### config.mk
export PLATFORM = sky130hd
export DESIGN_NAME = sm_acc_unit
export DESIGN_NICKNAME = d
export VERILOG_FILES = /design/src/rtl/sm_acc_pkg.sv /design/src/rtl/sm_opnd_cond.sv /design/src/rtl/sm_mag_adder.sv /design/src/rtl/sm_acc_unit.sv
export SDC_FILE = /design/constraint.sdc
export NUM_CORES = 1
export LEC_CHECK = 0
export BUFFER_PORTS_ARGS = -buffer_cell sky130_fd_sc_hd__buf_2
export CAP_MARGIN = 20
export CORE_MARGIN = 2
export CORE_UTILIZATION = 30
export DETAILED_ROUTE_END_ITERATION = 8
export GPL_ROUTABILITY_DRIVEN = 0
export HOLD_SLACK_MARGIN = 0.06
export PLACE_DENSITY = 0.43
export SLEW_MARGIN = 20
export SYNTH_ARGS = -nofsm -noshare
export SYNTH_HDL_FRONTEND = slang
export SYNTH_SLANG_ARGS = --single-unit
### constraint.sdc
create_clock -name clk -period 6.7 [get_ports clk]
set_clock_uncertainty 0.15 [all_clocks]
set_input_delay 0 -clock clk [delete_from_list [all_inputs] [get_ports clk]]
set_output_delay 0 -clock clk [all_outputs]
set_load 0.01 [all_outputs]
### src/rtl/sm_acc_pkg.sv
package sm_acc_pkg;

    typedef enum logic [2:0] {
        OP_RADD   = 3'd0,
        OP_RSUB   = 3'd1,
        OP_ADD    = 3'd2,
        OP_SUB    = 3'd3,
        OP_ADDABS = 3'd4,
        OP_SUBABS = 3'd5,
        OP_ROUND  = 3'd6,
        OP_TSTOVF = 3'd7
    } acc_op_e;

    typedef enum logic {
        ST_IDLE = 1'b0,
        ST_EXEC = 1'b1
    } acc_state_e;

endpackage

### src/rtl/sm_opnd_cond.sv
// Applies the per-operation sign rule to the memory operand.
module sm_opnd_cond
    import sm_acc_pkg::*;
#(
    parameter int MAG_W = 35
) (
    input  acc_op_e            op,
    input  logic [MAG_W:0]     word,
    output logic               eff_sign,
    output logic [MAG_W-1:0]   eff_mag
);

    logic raw_sign;

    always_comb begin
        raw_sign = word[MAG_W];
        eff_mag  = word[MAG_W-1:0];
        unique case (op)
            OP_RSUB,
            OP_SUB:    eff_sign = ~raw_sign;
            OP_ADDABS: eff_sign = 1'b0;
            OP_SUBABS: eff_sign = 1'b1;
            default:   eff_sign = raw_sign;
        endcase
    end

endmodule

### src/rtl/sm_mag_adder.sv
// One's-complement add of a magnitude into the Q/P/magnitude field,
// with end-around carry and recomplement on the no-carry path.
module sm_mag_adder #(
    parameter int MAG_W = 35
) (
    input  logic                 acc_sign,
    input  logic [MAG_W+1:0]     acc_fld,
    input  logic                 opd_sign,
    input  logic [MAG_W-1:0]     opd_mag,
    output logic                 res_sign,
    output logic [MAG_W+1:0]     res_fld,
    output logic                 p_flip
);

    localparam int FLD_W = MAG_W + 2;
    localparam int P_POS = MAG_W;

    logic               signs_differ;
    logic [FLD_W-1:0]   addend;
    logic [FLD_W:0]     raw_sum;
    logic               watch_p;

    always_comb begin
        signs_differ = acc_sign ^ opd_sign;
        addend       = signs_differ ? ~acc_fld : acc_fld;
        raw_sum      = {1'b0, addend} + {{(FLD_W - MAG_W + 1){1'b0}}, opd_mag};

        if (!signs_differ) begin
            res_fld  = raw_sum[FLD_W-1:0];
            res_sign = acc_sign;
            watch_p  = 1'b1;
        end else if (raw_sum[FLD_W]) begin
            // carry out of the field: end-around carry, sign flips
            res_fld  = raw_sum[FLD_W-1:0] + {{(FLD_W-1){1'b0}}, 1'b1};
            res_sign = ~acc_sign;
            watch_p  = 1'b1;
        end else begin
            // no carry: undo the complement, sign stays
            res_fld  = ~raw_sum[FLD_W-1:0];
            res_sign = acc_sign;
            watch_p  = 1'b0;
        end

        p_flip = watch_p && (res_fld[P_POS] != acc_fld[P_POS]);
    end

endmodule

### src/rtl/sm_acc_unit.sv
module sm_acc_unit
    import sm_acc_pkg::*;
#(
    parameter int MAG_W = 35
) (
    input  logic                 clk,
    input  logic                 rst,
    input  logic                 start,
    input  logic [2:0]           op_sel,
    input  logic [MAG_W:0]       opnd,
    input  logic                 mq_msb,
    output logic                 done,
    output logic [MAG_W+2:0]     acc,
    output logic                 ovf,
    output logic                 ovf_hit,
    output logic                 acc_zero,
    output logic                 acc_plus
);

    localparam int FLD_W = MAG_W + 2;
    localparam int ACC_W = MAG_W + 3;
    localparam int OPD_W = MAG_W + 1;

    acc_state_e          state_q, state_nxt;
    acc_op_e             op_q;
    logic [OPD_W-1:0]    opnd_q;
    logic                mq_q;
    logic [ACC_W-1:0]    acc_q, acc_nxt;
    logic                ovf_q, ovf_nxt;

    logic                cur_sign;
    logic [FLD_W-1:0]    cur_fld;
    logic                eff_sign;
    logic [MAG_W-1:0]    eff_mag;
    logic                sum_sign;
    logic [FLD_W-1:0]    sum_fld;
    logic                sum_pflip;

    assign cur_sign = acc_q[ACC_W-1];
    assign cur_fld  = acc_q[FLD_W-1:0];

    sm_opnd_cond #(.MAG_W(MAG_W)) u_cond (
        .op       (op_q),
        .word     (opnd_q),
        .eff_sign (eff_sign),
        .eff_mag  (eff_mag)
    );

    sm_mag_adder #(.MAG_W(MAG_W)) u_add (
        .acc_sign (cur_sign),
        .acc_fld  (cur_fld),
        .opd_sign (eff_sign),
        .opd_mag  (eff_mag),
        .res_sign (sum_sign),
        .res_fld  (sum_fld),
        .p_flip   (sum_pflip)
    );

    // next-state logic
    always_comb begin
        state_nxt = state_q;
        unique case (state_q)
            ST_IDLE: if (start) state_nxt = ST_EXEC;
            ST_EXEC: state_nxt = ST_IDLE;
        endcase
    end

    // state and register process
    always_ff @(posedge clk) begin
        if (rst) begin
            state_q <= ST_IDLE;
            op_q    <= OP_RADD;
            opnd_q  <= '0;
            mq_q    <= 1'b0;
            acc_q   <= '0;
            ovf_q   <= 1'b0;
        end else begin
            state_q <= state_nxt;
            if (state_q == ST_IDLE && start) begin
                op_q   <= acc_op_e'(op_sel);
                opnd_q <= opnd;
                mq_q   <= mq_msb;
            end
            acc_q <= acc_nxt;
            ovf_q <= ovf_nxt;
        end
    end

    // output and result process
    always_comb begin
        done    = 1'b0;
        ovf_hit = 1'b0;
        acc_nxt = acc_q;
        ovf_nxt = ovf_q;
        unique case (state_q)
            ST_IDLE: begin
            end
            ST_EXEC: begin
                done = 1'b1;
                unique case (op_q)
                    OP_RADD,
                    OP_RSUB: acc_nxt = {eff_sign, 2'b00, eff_mag};
                    OP_ADD,
                    OP_SUB,
                    OP_ADDABS,
                    OP_SUBABS: begin
                        acc_nxt = {sum_sign, sum_fld};
                        ovf_nxt = ovf_q | sum_pflip;
                    end
                    OP_ROUND: begin
                        if (mq_q)
                            acc_nxt = {cur_sign, cur_fld + {{(FLD_W-1){1'b0}}, 1'b1}};
                    end
                    OP_TSTOVF: begin
                        ovf_hit = ovf_q;
                        ovf_nxt = 1'b0;
                    end
                endcase
            end
        endcase
    end

    assign acc      = acc_q;
    assign ovf      = ovf_q;
    assign acc_zero = (cur_fld == '0);
    assign acc_plus = ~cur_sign;

endmodule

=== Word level (Yosys, flattened, before mapping) ===
Index checks and enable logic that the tools add are counted.

* Add/subtract/negate cells: 3
* Eq/ne operators: 11
* Multiplexer cells: 16
* Bitwise operators: 8
* Reductions and logical operators: 13

{| class="wikitable"
|+ Operator list
! cell !! count
|-
| $mux W37 || 4
|-
| $pmux W38 S3 || 1
|-
| $add A37 B1 Y37 const B || 2
|-
| $not A37 Y37 || 2
|-
| $add A37 B35 Y38 || 1
|-
| $logic_not A37 Y1 || 1
|-
| $eq A3 B3 Y1 const B || 4
|-
| $mux W1 || 8
|-
| $eq A3 B2 Y1 const B || 2
|-
| $reduce_and A5 Y1 || 1
|-
| $ne A2 B1 Y1 const B || 2
|-
| $not A1 Y1 || 4
|-
| $pmux W1 S2 || 2
|-
| $reduce_bool A2 Y1 || 2
|-
| $reduce_or A2 Y1 || 2
|-
| $reduce_or A4 Y1 || 1
|-
| $eq A3 B1 Y1 const B || 1
|-
| $logic_not A3 Y1 || 1
|-
| $pmux W1 S3 || 1
|-
| $reduce_and A3 Y1 || 1
|-
| $reduce_bool A3 Y1 || 1
|-
| $logic_and A1 B1 Y1 || 2
|-
| $ne A2 B2 Y1 const B || 1
|-
| $reduce_and A2 Y1 || 1
|-
| 3 further kinds || 3
|}

* Register bits after elaboration: 80
* Logic and storage cells: 58

=== Logic depth before layout (Yosys ltp) ===
Gate-level depths: netlist (run 1).

* Depth after elaboration: 13
* Gate-level depth with buffers: 23
* Depth with buffers taken out: 18

=== Cells and area by module ===
Synthesis (run 1) repeated with hierarchy kept, for this count alone.

* Cells, all modules: 1179
* Area total of the unflattened synthesis: 8620.8 um^2

{| class="wikitable"
|+ By module, submodules not included
! module !! times used !! cells each !! area an instance (um^2) !! seq. area each (um^2)
|-
| sm_acc_unit || 1 || 583 || 4384.2 || 1601.5
|-
| sm_mag_adder || 1 || 555 || 3938.8 || 0.0
|-
| sm_opnd_cond || 1 || 41 || 297.8 || 0.0
|}

=== Worst setup path before layout (run 1) ===
Ideal clock, no wire load.

* Path kind: reg-to-reg
* Start point: reg op_q[1]
* End point: reg acc_q[32] (netlist: acc[32])
* Library setup time: 0.079 ns
* Arrival time: 5.193 ns
* Required time: 6.471 ns
* Slack: 1.278 ns
* Cell stages (with the launch flop): 22
* Path buffers: 4
* Path through: dfxtp_1 nand2b_1 a21oi_1 o21ai_0 and2_1 clkbuf_1 buf_1 clkbuf_1 xnor2_1 ha_1 buf_6 a211oi_2 o21bai_1 a211o_1 a221oi_4 nand4_4 nor4_4 nand4_2 nor4_2 nor3_1 or3b_1 a211oi_2

* Word-level cells in the longest chain between the ends: 10

{| class="wikitable"
|+ Ends and longest elaborated chain
! element !! RTL line !! text
|-
| from (decl) || sm_acc_unit.sv:25 || <nowiki>acc_op_e op_q;</nowiki>
|-
| from (signal assigned) || sm_acc_unit.sv:80 || <nowiki>op_q <= acc_op_e'(op_sel);</nowiki>
|-
| $eq A3 B1 Y1 / $eq A3 B2 Y1 (equally long branches) || sm_opnd_cond.sv:18, sm_acc_unit.sv:100 ||
|-
| $reduce_or A2 Y1 || sm_opnd_cond.sv:18 || <nowiki>unique case (op)</nowiki>
|-
| $pmux W1 S3 || sm_opnd_cond.sv:18 ||
|-
| $xor A1 B1 Y1 || sm_mag_adder.sv:24 || <nowiki>signs_differ = acc_sign ^ opd_sign;</nowiki>
|-
| $mux W37 || sm_mag_adder.sv:25 || <nowiki>addend = signs_differ ? ~acc_fld : acc_fld;</nowiki>
|-
| $add A37 B35 Y38 || sm_mag_adder.sv:26 || <nowiki>raw_sum = {1'b0, addend} + {{(FLD_W - MAG_W + 1){1'b0}}, opd_mag};</nowiki>
|-
| $add A37 B1 Y37 / $not A37 Y37 (equally long branches) || sm_mag_adder.sv:34, sm_mag_adder.sv:39 ||
|-
| $mux W37 || sm_mag_adder.sv:32 || <nowiki>end else if (raw_sum[FLD_W]) begin</nowiki>
|-
| $mux W37 || sm_mag_adder.sv:28 || <nowiki>if (!signs_differ) begin</nowiki>
|-
| $pmux W38 S3 || sm_acc_unit.sv:100 || <nowiki>unique case (op_q)</nowiki>
|-
| to (signal assigned) || sm_acc_unit.sv:84 || <nowiki>acc_q <= acc_nxt;</nowiki>
|-
| to (decl) || sm_acc_unit.sv:28 || <nowiki>logic [ACC_W-1:0] acc_q, acc_nxt;</nowiki>
|}

Several ways; a longest one is shown, not always the timed one.
A chain may end at the register's enable or synchronous reset.

=== Worst setup path after layout (run 1) ===
* Start point: reg op_q[1]
* End point: reg acc_q[28] (netlist: acc[28])

Same word-level chain as after synthesis.

==> key figures, run 1 <==
Power and ir drop
  – Power per cell area: roughly 230 nW/um^2
  – Peak VDD IR: about 0.12 mV
  – Leakage: 3.534 nW

Die
  – Initial Util: 30.43%
  – Die Footprint: 27670 sq um
  – Standard-cell rows: 59
  – Die width: 166.3 microns
  – IO Pins: 86
  – Core area: 25980 sq um
  – Die Y-Extent: 166.3 microns

Clocking
  – Clock Path Buffers: 2
  – Clk Latency, worst-skew pair: 360 ps
  – Clock sink count: 80
  – Clk slew on worst S/H paths: 70 ps
  – # hold bufs at CTS: 40
  – CTS Root Cell: clkbuf_16
  – CTS buffer count: 9
  – Postcts setup bufs: 0
  – CTS tree: built
  – Number of H-tree levels: 3
  – Number of gates resized after cts: 0

Logic synthesis
  – Synth top area cells: dfxtp_1 (20%), xnor2_1 (8.4%), a21oi_1 (8.0%)
  – Cell with the most instances after synthesis: nand2_1
  – Synth top cells by count: nand2_1 (158), a21oi_1 (127), nor2_1 (96), dfxtp_1 (80), xnor2_1 (76)
  – Post-synthesis net count: 1198
  – Leading area contributor after synthesis: dfxtp_1
  – Synthesized area: 7906 sq um
  – Synthesized area per cell: 7.085 sq um
  – Sequential cell area fraction in the yosys report: approximately a fifth
  – Post-synth top area share: 20.26%
  – #FFs+latches synth: 80
  – Cells after Synth: between 1k and 1.5k
  – Unique masters post-synth: 83
  – Number of synthesized flops with an enable pin: 0
  – Ys flop type: dfxtp_1
  – Async set-reset flop share out of synthesis: 0%
  – Ys Warns: 0

Routing
  – Remaining DRCs: 0
  – Vias/cell: around 5.5
  – Drt total wl: 29.63 mm
  – Final ANT Viol Nets: 0
  – DR pass1 iterations: 6
  – Detailed Route Iter0 Violations: 585
  – Vias after detailed routing: slightly above 8k
  – Wire per inst: a little under 20 microns

Timing
  – Clock period minus worst slack: 6059 ps
  – Worst-margin pin slew: 1031 ps
  – Endpoints failing hold: 0
  – Unrepaired setup endpoints after global routing: false
  – Final setup fails: 0
  – Final slew viol count: 0
  – Max Fclk: around 170 MHz
  – Worst slew margin: 31.21%
  – Setup TNS: 0 ps
  – Period utilization: 90.43%

Global route
  – Largest net degree at the start of global routing: 83
  – Total track usage: 21.28%
  – First-pass GRT wire length: 47.35 mm
  – Initial antenna violation count: 0
  – Vias in the first global route: 8113
  – GRT Residual Overflow: 0

Flow run
  – Maxcap violations: 0

Worst setup path
  – Critical Path Source Type: flip-flop
  – Crit-path slowest cell: nor2_2
  – CP delay by family, top: simple AND/OR/NAND/NOR gates
  – WP data required: 6810 ps
  – Crit path cell chain: nand2b_1 > a21oi_1 > o21ai_0 > and2_2 > buf_4 > xnor2_1 > ha_1 > and4_1 > and3_1 > a32oi_1 > nand2_1 > o211a_1 > o211a_1 > nor2_2 > nor3_1 > a211oi_1 > o311ai_0 > a211oi_1
  – Critical path peak fanout: 26
  – Largest stage delay, worst path: between 600 and 700 ps
  – WP buf/inv: 1
  – CP Data Arrival Time: 6170 ps
  – CP Class: flip-flop to flip-flop
  – Crit path capture type: flip-flop

Min path
  – Hold Path Class: input port to flip-flop

Final layout
  – Area delta synth->final: 17.25%
  – Share of layout cells above drive strength 1: 12.47%
  – Final Core Density: 35.68%
  – Layout Nets: 1264
  – # diodes: 0

Place
  – Count of input and output buffers: 85
  – Final HPWL DP: 22.03 mm

Status
  – Outcome: finished clean
layout by cell type, fill, tap and decap left out, drive strengths merged, types with 4 or more instances in the layout:
cell type / n
o211a: 4
inv: 16
xnor2: 76
and4: 12
dfxtp: 80
o211ai: 6
ha: 38
and3: 12
clkbuf: 10
o31ai: 5
o311ai: 4
xor2: 38
o22ai: 4
a21oi: 131
dlygate4sd3: 41
o21ai: 78
nor2: 97
nand4: 28
o21bai: 4
a211oi: 25
and2: 9
o21a: 4
a221o: 6
nor4: 17
or4: 4
nor3: 47
a211o: 4
mux2i: 6
nand2b: 4
nor2b: 4
a221oi: 16
nand2: 158
a21o: 8
nand3: 38
buf: 93
or2: 6
or3: 10
final cells by class:
| type | count | area (sq um) |
|---|---|---|
| Sequential cell | 80 | 1602 |
| Fill cell | 2830 | 16710 |
| Tap cell | 335 | 419.2 |
| Clock inverter | 6 | 116.4 |
| Timing Repair Buffer | 134 | 908.4 |
| Inverter | 16 | 60.06 |
| Multi-Input combinational cell | 941 | 5926 |
| Clock buffer | 10 | 239.0 |
per-stage QoR:
| stage | hold WS (ps) | instances | setup slack [ps] | cell area (sq um) | total power [mW] |
|---|---|---|---|---|---|
| global placement | 91.70 | 1464 | 764.3 | 8484 | 1.516 |
| global route | 283.7 | 1522 | 154.0 | 9270 | 2.267 |
| CTS | 104.7 | 1520 | 665.8 | 9240 | 2.145 |
| finish | 228.6 | 1522 | 641.2 | 9270 | 2.136 |
| detailed placement | 96.70 | 1464 | 701.3 | 8484 | 1.510 |
| floorplan | -14.04 | 1116 | 1278 | 7906 | 1.256 |
final timing paths:
kind                start       to  slack, ps  cells after the start
hold reg to reg      mq_q     mq_q        320                      2
hold / removal        rst  acc[37]        230                      3
setup / recovery  op_q[1]  acc[28]        640                     18
setup reg to reg  op_q[1]  acc[28]        640                     18
worst min-delay path, stage by stage:
cell    delay [ps]
buf_2           90
buf_4          400
nor2_1         190
per-layer routing:
layer	part of all wire (%)	track usage (%)	wire, microns	vias up
met5	0	0	0	-
met4	1.5	4.648	436	0
met3	3.3	2.502	967	23
met2	47	35.74	13940	168
met1	48	29.32	14290	3936
li1	-	-	-	4187
cell families after synthesis:
kind of cell / count (synthesis) / synth area share (%)
muxes: 6 / 0.7596
xor gates and xnor gates: 114 / 12.63
AOI/OAI and AO/OA: 329 / 27.11
adders and majority gates: 40 / 6.393
buffers and inverters: 95 / 5.017
DFF: 80 / 20.26
and+or+nand+nor: 452 / 27.84
power by group:
group          leakage [nW]  internal (mW)  switching (mW)  total [mW]
clock                 0.173          0.377           0.231       0.608
sequential            0.657          0.507          0.0567       0.563
combinational          2.70          0.354           0.610       0.964
flip-flops by register name, indices dropped and copies added (netlist names):
signal / flops
acc: 38
opnd_q: 36
ovf: 1
state_q: 1
op_q: 3
mq_q: 1
No activity file was read; power rests on OpenSTA's default activity.
==> run 2: changes to the inputs <==
- CTS_BUF_LIST: unset -> sky130_fd_sc_hd__clkbuf_4 sky130_fd_sc_hd__clkbuf_8
- PLACE_DENSITY: 0.43 -> 0.45
- clock period: 6.7 -> 5.48 ns (I/O delays scaled with it)
==> run 2 against run 1 <==
Via count up 2.5%. Flip-flop and latch count did not move. Sequential power grew 22%.
==> key figures, run 2 (synthesis gave the netlist of run 1 again) <==
Status
  – Outcome: finished clean (unchanged)

Min path
  – Hold Path Class: input port to flip-flop (unchanged)
  – Hold_sp: rst (unchanged)
  – Hold Path End: opnd_q[34] (was acc[37])
  – Hold depth: 2 (was 3)

Clocking
  – CTS tree: built (unchanged)
  – CTS Root Cell: clkbuf_8 (was clkbuf_16)
  – Clk slew on worst S/H paths: 90 ps (was 70 ps)
  – Clock sink count: 80 (unchanged)
  – Number of H-tree levels: 3 (unchanged)
  – Clock Path Buffers: 2 (unchanged)
  – CTS buffer count: 9 (unchanged)
  – Clk Latency, worst-skew pair: 390 ps (was 360 ps)

Worst setup path
  – Crit path from: op_q[1] (unchanged)
  – CP Data Arrival Time: 5390 ps (was 6170 ps)
  – Critical path peak fanout: 12 (was 26)
  – FF-to-FF path depth: 19 (was 18)
  – FF-to-FF End: acc[35] (was acc[28])
  – Reg-to-Reg Start: op_q[1] (unchanged)
  – R2r setup slk: 250 ps (was 640 ps)
  – Critical Path Source Type: flip-flop (unchanged)
  – WP data required: 5640 ps (was 6810 ps)
  – CP Class: flip-flop to flip-flop (unchanged)
  – Crit path capture type: flip-flop (unchanged)

Routing
  – Detailed Route Iter0 Violations: 501 (was 585)
  – Drt total wl: 28.84 mm (was 29.63 mm)
  – Remaining DRCs: 0 (unchanged)
  – Final ANT Viol Nets: 0 (unchanged)
  – Vias/cell: 5.453 (was 5.463)
  – Vias after detailed routing: 8523 (was 8314)
  – Wire per inst: 18.45 microns (was 19.47 microns)
  – Met2 wire len: 13.66 mm (was 13.94 mm)
  – Post-Route M1 WL: 13.87 mm (was 14.29 mm)
  – DR pass1 iterations: 5 (was 6)
  – Top sig layer: met4 (unchanged)
  – Met3 wire length: 899 microns (was 967 microns)

Final layout
  – Most common cell after layout, fill and taps aside: nand2_1 (unchanged)
  – # diodes: 0 (unchanged)
  – Share of layout cells above drive strength 1: 16.29% (was 12.47%)
  – Highest-count cells in the layout ignoring fill and taps: nand2_1 (158), a21oi_1 (125), nor2_1 (95) (was nand2_1 (158), a21oi_1 (127), nor2_1 (95))
  – Layout Nets: 1305 (was 1264)
  – Area delta synth->final: 20.83% (was 17.25%)
  – Final Core Density: 36.76% (was 35.68%)
  – Final std cell area, no fill: 9553 sq um (was 9270 sq um)
  – Finished Layout Cells: 1563 (was 1522)
  – Max reg flops: 38 (unchanged)

Timing
  – Final slew viol count: 0 (unchanged)
  – Period utilization: 95.36% (was 90.43%)
  – Max Fclk: 191.4 MHz (was 165.0 MHz)
  – Clock period minus worst slack: 5226 ps (was 6059 ps)
  – Final setup fails: 0 (unchanged)
  – Worst Setup Slack, final: 254.3 ps (was 641.2 ps)
  – Worst-margin pin slew: 970.4 ps (was 1031 ps)
  – Worst slew margin: 35.31% (was 31.21%)
  – Unrepaired setup endpoints after global routing: true (was false)
  – Endpoints failing hold: 0 (unchanged)

Place
  – Placed instance area: 8782 sq um (was 8484 sq um)
  – Final HPWL DP: 22.06 mm (was 22.03 mm)
  – Count of input and output buffers: 85 (unchanged)
  – Pre-CTS setup slack: 140.0 ps (was 701.3 ps)
  – # placed instances: 1502 (was 1464)

Global route
  – First-pass GRT wire length: 46.13 mm (was 47.35 mm)
  – Vias in the first global route: 8117 (was 8113)
  – Initial antenna violation count: 0 (unchanged)
  – Total track usage: 20.74% (was 21.28%)
  – GRT Residual Overflow: 0 (unchanged)
  – Largest net degree at the start of global routing: 44 (was 83)

Power and ir drop
  – Comb pwr share: 49.8% (was 45.2%)
  – Pint: 1.448 mW (was 1.238 mW)
  – Clock Power Share: 23.0% (was 28.5%)
  – Switching Fraction: 42.58% (was 42.05%)
  – Leakage: 3.710 nW (was 3.534 nW)
  – Seq pwr share: 27.2% (was 26.4%)
  – Power per cell area: 264.0 nW/um^2 (was 230.4 nW/um^2)
  – Psw: 1.074 mW (was 0.8980 mW)
  – Peak VDD IR: 0.09788 mV (was 0.1180 mV)

Die
  – Die Y-Extent: 166.3 microns (unchanged)
  – Standard-cell rows: 59 (unchanged)
  – IO Pins: 86 (unchanged)
  – Die width: 166.3 microns (unchanged)
  – Initial Util: 30.43% (unchanged)
  – Die Footprint: 27670 sq um (unchanged)
  – Core area: 25980 sq um (unchanged)

Flow run
  – Maxcap violations: 0 (unchanged)
[run 2: area by class of cell]
class	instances	area (sq um)
fillers	2841	16430
clock inverters	5	102.6
repair buffers	175	1236
multi-input cells	941	5982
well taps	335	419.2
clock buffers	11	151.4
flip-flops and latches	80	1602
inverters	16	60.06
[run 2: per-layer routing]
metal,vias up,global-route usage (%)
li1,4272,-
met1,4064,28.22
met2,156,35.45
met3,31,2.645
met4,0,3.936
met5,-,0
[run 2: per-stage QoR]
stage          setup TNS [ps]  hold WS, ps  power [mW]
6_report                    0        62.87       2.522
5_1_grt                -17.87        119.8       2.696
4_1_cts                     0        64.04       2.517
3_3_place_gp                0        92.05       1.903
2_1_floorplan               0       -14.04       1.536
3_5_place_dp                0        96.94       1.903
[run 2: what timing repair did]
action,CTS,global route
endpoints found under the hold margin,40,17
hold buffers,40,1
endpoints found under the setup margin,0,16
gates resized for setup,0,14
buffers inserted,0,3
[run 2: worst max-delay path by stage]
| stage | endpoint | slack [ps] | depth (start not counted) |
|---|---|---|---|
| floorplan | acc[32] | 60 | 21 |
| global placement | acc[35] | 190 | 19 |
| detailed placement | acc[35] | 140 | 19 |
| CTS | acc[35] | 110 | 19 |
| global route | acc[32] | -20 | 19 |
| finish | acc[35] | 250 | 19 |
[run 2: worst max-delay path, stage by stage, from the launching register on]
cell	delay, ps
dfxtp_1	430
nand2b_1	190
a21oi_1	90
or3_1	400
and2_2	240
buf_4	200
xnor2_1	250
ha_1	310
a21oi_2	230
o22ai_1	200
a22o_1	340
o21a_1	260
o41ai_4	340
xnor2_1	240
buf_4	210
and4_1	220
and4_1	260
a311oi_1	110
a211o_1	300
a211oi_2	160
[run 2: power by group through the flow]
stage          clock (mW)  combinational, mW  sequential [mW]
4_1_cts             0.599               1.23            0.686
6_report            0.580               1.26            0.685
3_3_place_gp            0               1.20            0.699
5_1_grt             0.620               1.38            0.693
3_5_place_dp            0               1.20            0.699
2_1_floorplan           0              0.862            0.674
==> run 3: changes to the inputs <==
- REMOVE_ABC_BUFFERS: unset -> 1
- SKIP_LAST_GASP: unset -> 1
==> run 3 against run 2 <==
Critical path type unchanged. Register-to-register slack improved by 80 ps. Setup slack improved by 81 ps. Final cell count fell by 0.38%. Combinational power barely moved. Clock-buffer cell count did not move. Sequential share of layout area fell by 0.14 points. Non-clock buffer count fell by 6. Critical path depth did not move. Largest power group unchanged.
==> key figures, run 3 (synthesis gave the netlist of run 1 again) <==
Final layout
  – Fill count: 2871 (was 2841)
  – Most common cell after layout, fill and taps aside: nand2_1 (unchanged)
  – Final Core Density: 37.10% (was 36.76%)
  – # diodes: 0 (unchanged)
  – Highest-count cells in the layout ignoring fill and taps: nand2_1 (156), a21oi_1 (125), nor2_1 (94) (was nand2_1 (158), a21oi_1 (125), nor2_1 (95))
  – Area delta synth->final: 21.93% (was 20.83%)
  – Max reg flops: 38 (unchanged)
  – Final std cell area, no fill: 9641 sq um (was 9553 sq um)
  – Layout Nets: 1299 (was 1305)
  – Share of layout cells above drive strength 1: 16.61% (was 16.29%)

Clocking
  – CTS Root Cell: clkbuf_8 (unchanged)
  – Clk Latency, worst-skew pair: 390 ps (about the same)
  – Clock sink count: 80 (unchanged)
  – Clock Path Buffers: 2 (unchanged)
  – Number of H-tree levels: 3 (unchanged)
  – CTS buffer count: 9 (unchanged)
  – Clk slew on worst S/H paths: 90 ps (about the same)
  – CTS tree: built (unchanged)

Worst setup path
  – CP Class: flip-flop to flip-flop (unchanged)
  – Critical path peak fanout: 10 (was 12)
  – CP Data Arrival Time: 5310 ps (was 5390 ps)
  – WP data required: 5640 ps (about the same)
  – Critical Path Source Type: flip-flop (unchanged)
  – Crit path capture type: flip-flop (unchanged)

Timing
  – Worst slew margin: 38.88% (was 35.31%)
  – Final setup fails: 0 (unchanged)
  – Endpoints failing hold: 0 (unchanged)
  – Max Fclk: 194.4 MHz (was 191.4 MHz)
  – Final slew viol count: 0 (unchanged)
  – Worst-margin pin slew: 909.8 ps (was 970.4 ps)
  – Clock period minus worst slack: 5145 ps (was 5226 ps)
  – Period utilization: 93.89% (was 95.36%)

Power and ir drop
  – Total power: 2.530 mW (was 2.522 mW)
  – Leakage: 3.700 nW (was 3.710 nW)
  – Peak VDD IR: 0.1080 mV (was 0.09788 mV)
  – Power per cell area: 262.5 nW/um^2 (was 264.0 nW/um^2)

Routing
  – Vias after detailed routing: 8471 (was 8523)
  – DR pass1 iterations: 5 (unchanged)
  – Detailed Route Iter0 Violations: 485 (was 501)
  – Drt total wl: 28.63 mm (was 28.84 mm)
  – Final ANT Viol Nets: 0 (unchanged)
  – Vias/cell: 5.441 (was 5.453)
  – Remaining DRCs: 0 (unchanged)
  – Wire per inst: 18.39 microns (was 18.45 microns)

Global route
  – GRT Residual Overflow: 0 (unchanged)
  – Initial antenna violation count: 0 (unchanged)
  – First-pass GRT wire length: 45.66 mm (was 46.13 mm)
  – Total track usage: 20.52% (was 20.74%)
  – Largest net degree at the start of global routing: 45 (was 44)
  – Vias in the first global route: 8130 (was 8117)

Die
  – IO Pins: 86 (unchanged)
  – Die Footprint: 27670 sq um (unchanged)
  – Die width: 166.3 microns (unchanged)
  – Die Y-Extent: 166.3 microns (unchanged)
  – Core area: 25980 sq um (unchanged)
  – Standard-cell rows: 59 (unchanged)
  – Initial Util: 30.43% (unchanged)

Min path
  – Hold Path Class: input port to flip-flop (unchanged)

Flow run
  – Maxcap violations: 0 (unchanged)

Place
  – Placed instance area: 8675 sq um (was 8782 sq um)
  – Final HPWL DP: 21.56 mm (was 22.06 mm)
  – Count of input and output buffers: 85 (unchanged)

Status
  – Outcome: finished clean (unchanged)
[run 3: layout make-up]
class,count,area [sq um],area share [%]
multi-input combinational,941,6098,63.26
sequential,80,1603,16.63
clock inverter,5,102.6,1.064
inverter,16,60.06,0.6230
tap,335,419.2,4.348
timing repair buffer,169,1206,12.51
clock buffer,11,151.4,1.570
[run 3: report_power, final]
group          total [mW]  internal (mW)  switching (mW)  leakage, nW
Combinational        1.27          0.504           0.764         2.92
Clock               0.577          0.327           0.251        0.126
Sequential          0.685          0.619          0.0659        0.657
Total                2.53           1.45            1.08         3.70
[run 3: final timing paths]
path | from | endpoint | slack (ps) | depth (start not counted)
hold reg to reg | mq_q | mq_q | 310 | 2
hold / removal | rst | state_q | 50 | 2
setup reg to reg | op_q[1] | acc[32] | 330 | 19
setup / recovery | op_q[1] | acc[32] | 330 | 19
[run 3: repair_timing]
| item | CTS | global route |
|---|---|---|
| hold buffers | 47 | 0 |
| buffers inserted | 0 | 5 |
| gates resized for setup | 1 | 39 |
| setup endpoints to repair | 1 | 23 |
| pin swaps | 0 | 6 |
| hold endpoints to repair | 41 | 0 |
[run 3: worst max-delay path, cell delays in order, from the launching register on]
cell      delay, ps
dfxtp_2         390
nand2b_1        170
a21oi_1          90
or3_1           400
and2_2          280
buf_4           200
xnor2_1         140
ha_2            420
nand3_2         120
o22ai_1         340
a22o_1          380
o21a_1          240
o41ai_4          90
buf_4           180
xnor2_2         320
nand4_1         240
nor4_4          280
nor3_1           60
or3b_1          360
a211oi_2        200
[run 3: metrics by stage]
stage / hold slack (ps) / instances / setup WS [ps] / setup TNS, ps
6_report: 52.82 / 1557 / 334.9 / 0
5_1_grt: 100.4 / 1557 / -15.25 / -15.25
4_1_cts: 66.95 / 1551 / 94.37 / 0
3_5_place_dp: 95.16 / 1488 / 17.22 / 0
3_3_place_gp: 90.07 / 1488 / 37.95 / 0
2_1_floorplan: -85.35 / 1037 / -345.2 / -2480
[run 3: per-layer routing]
layer / track usage, % / wire length [microns]
met2: 35.14 / 13620
met4: 5.397 / 584
met5: 0 / 0
met1: 27.45 / 13620
met3: 2.288 / 816
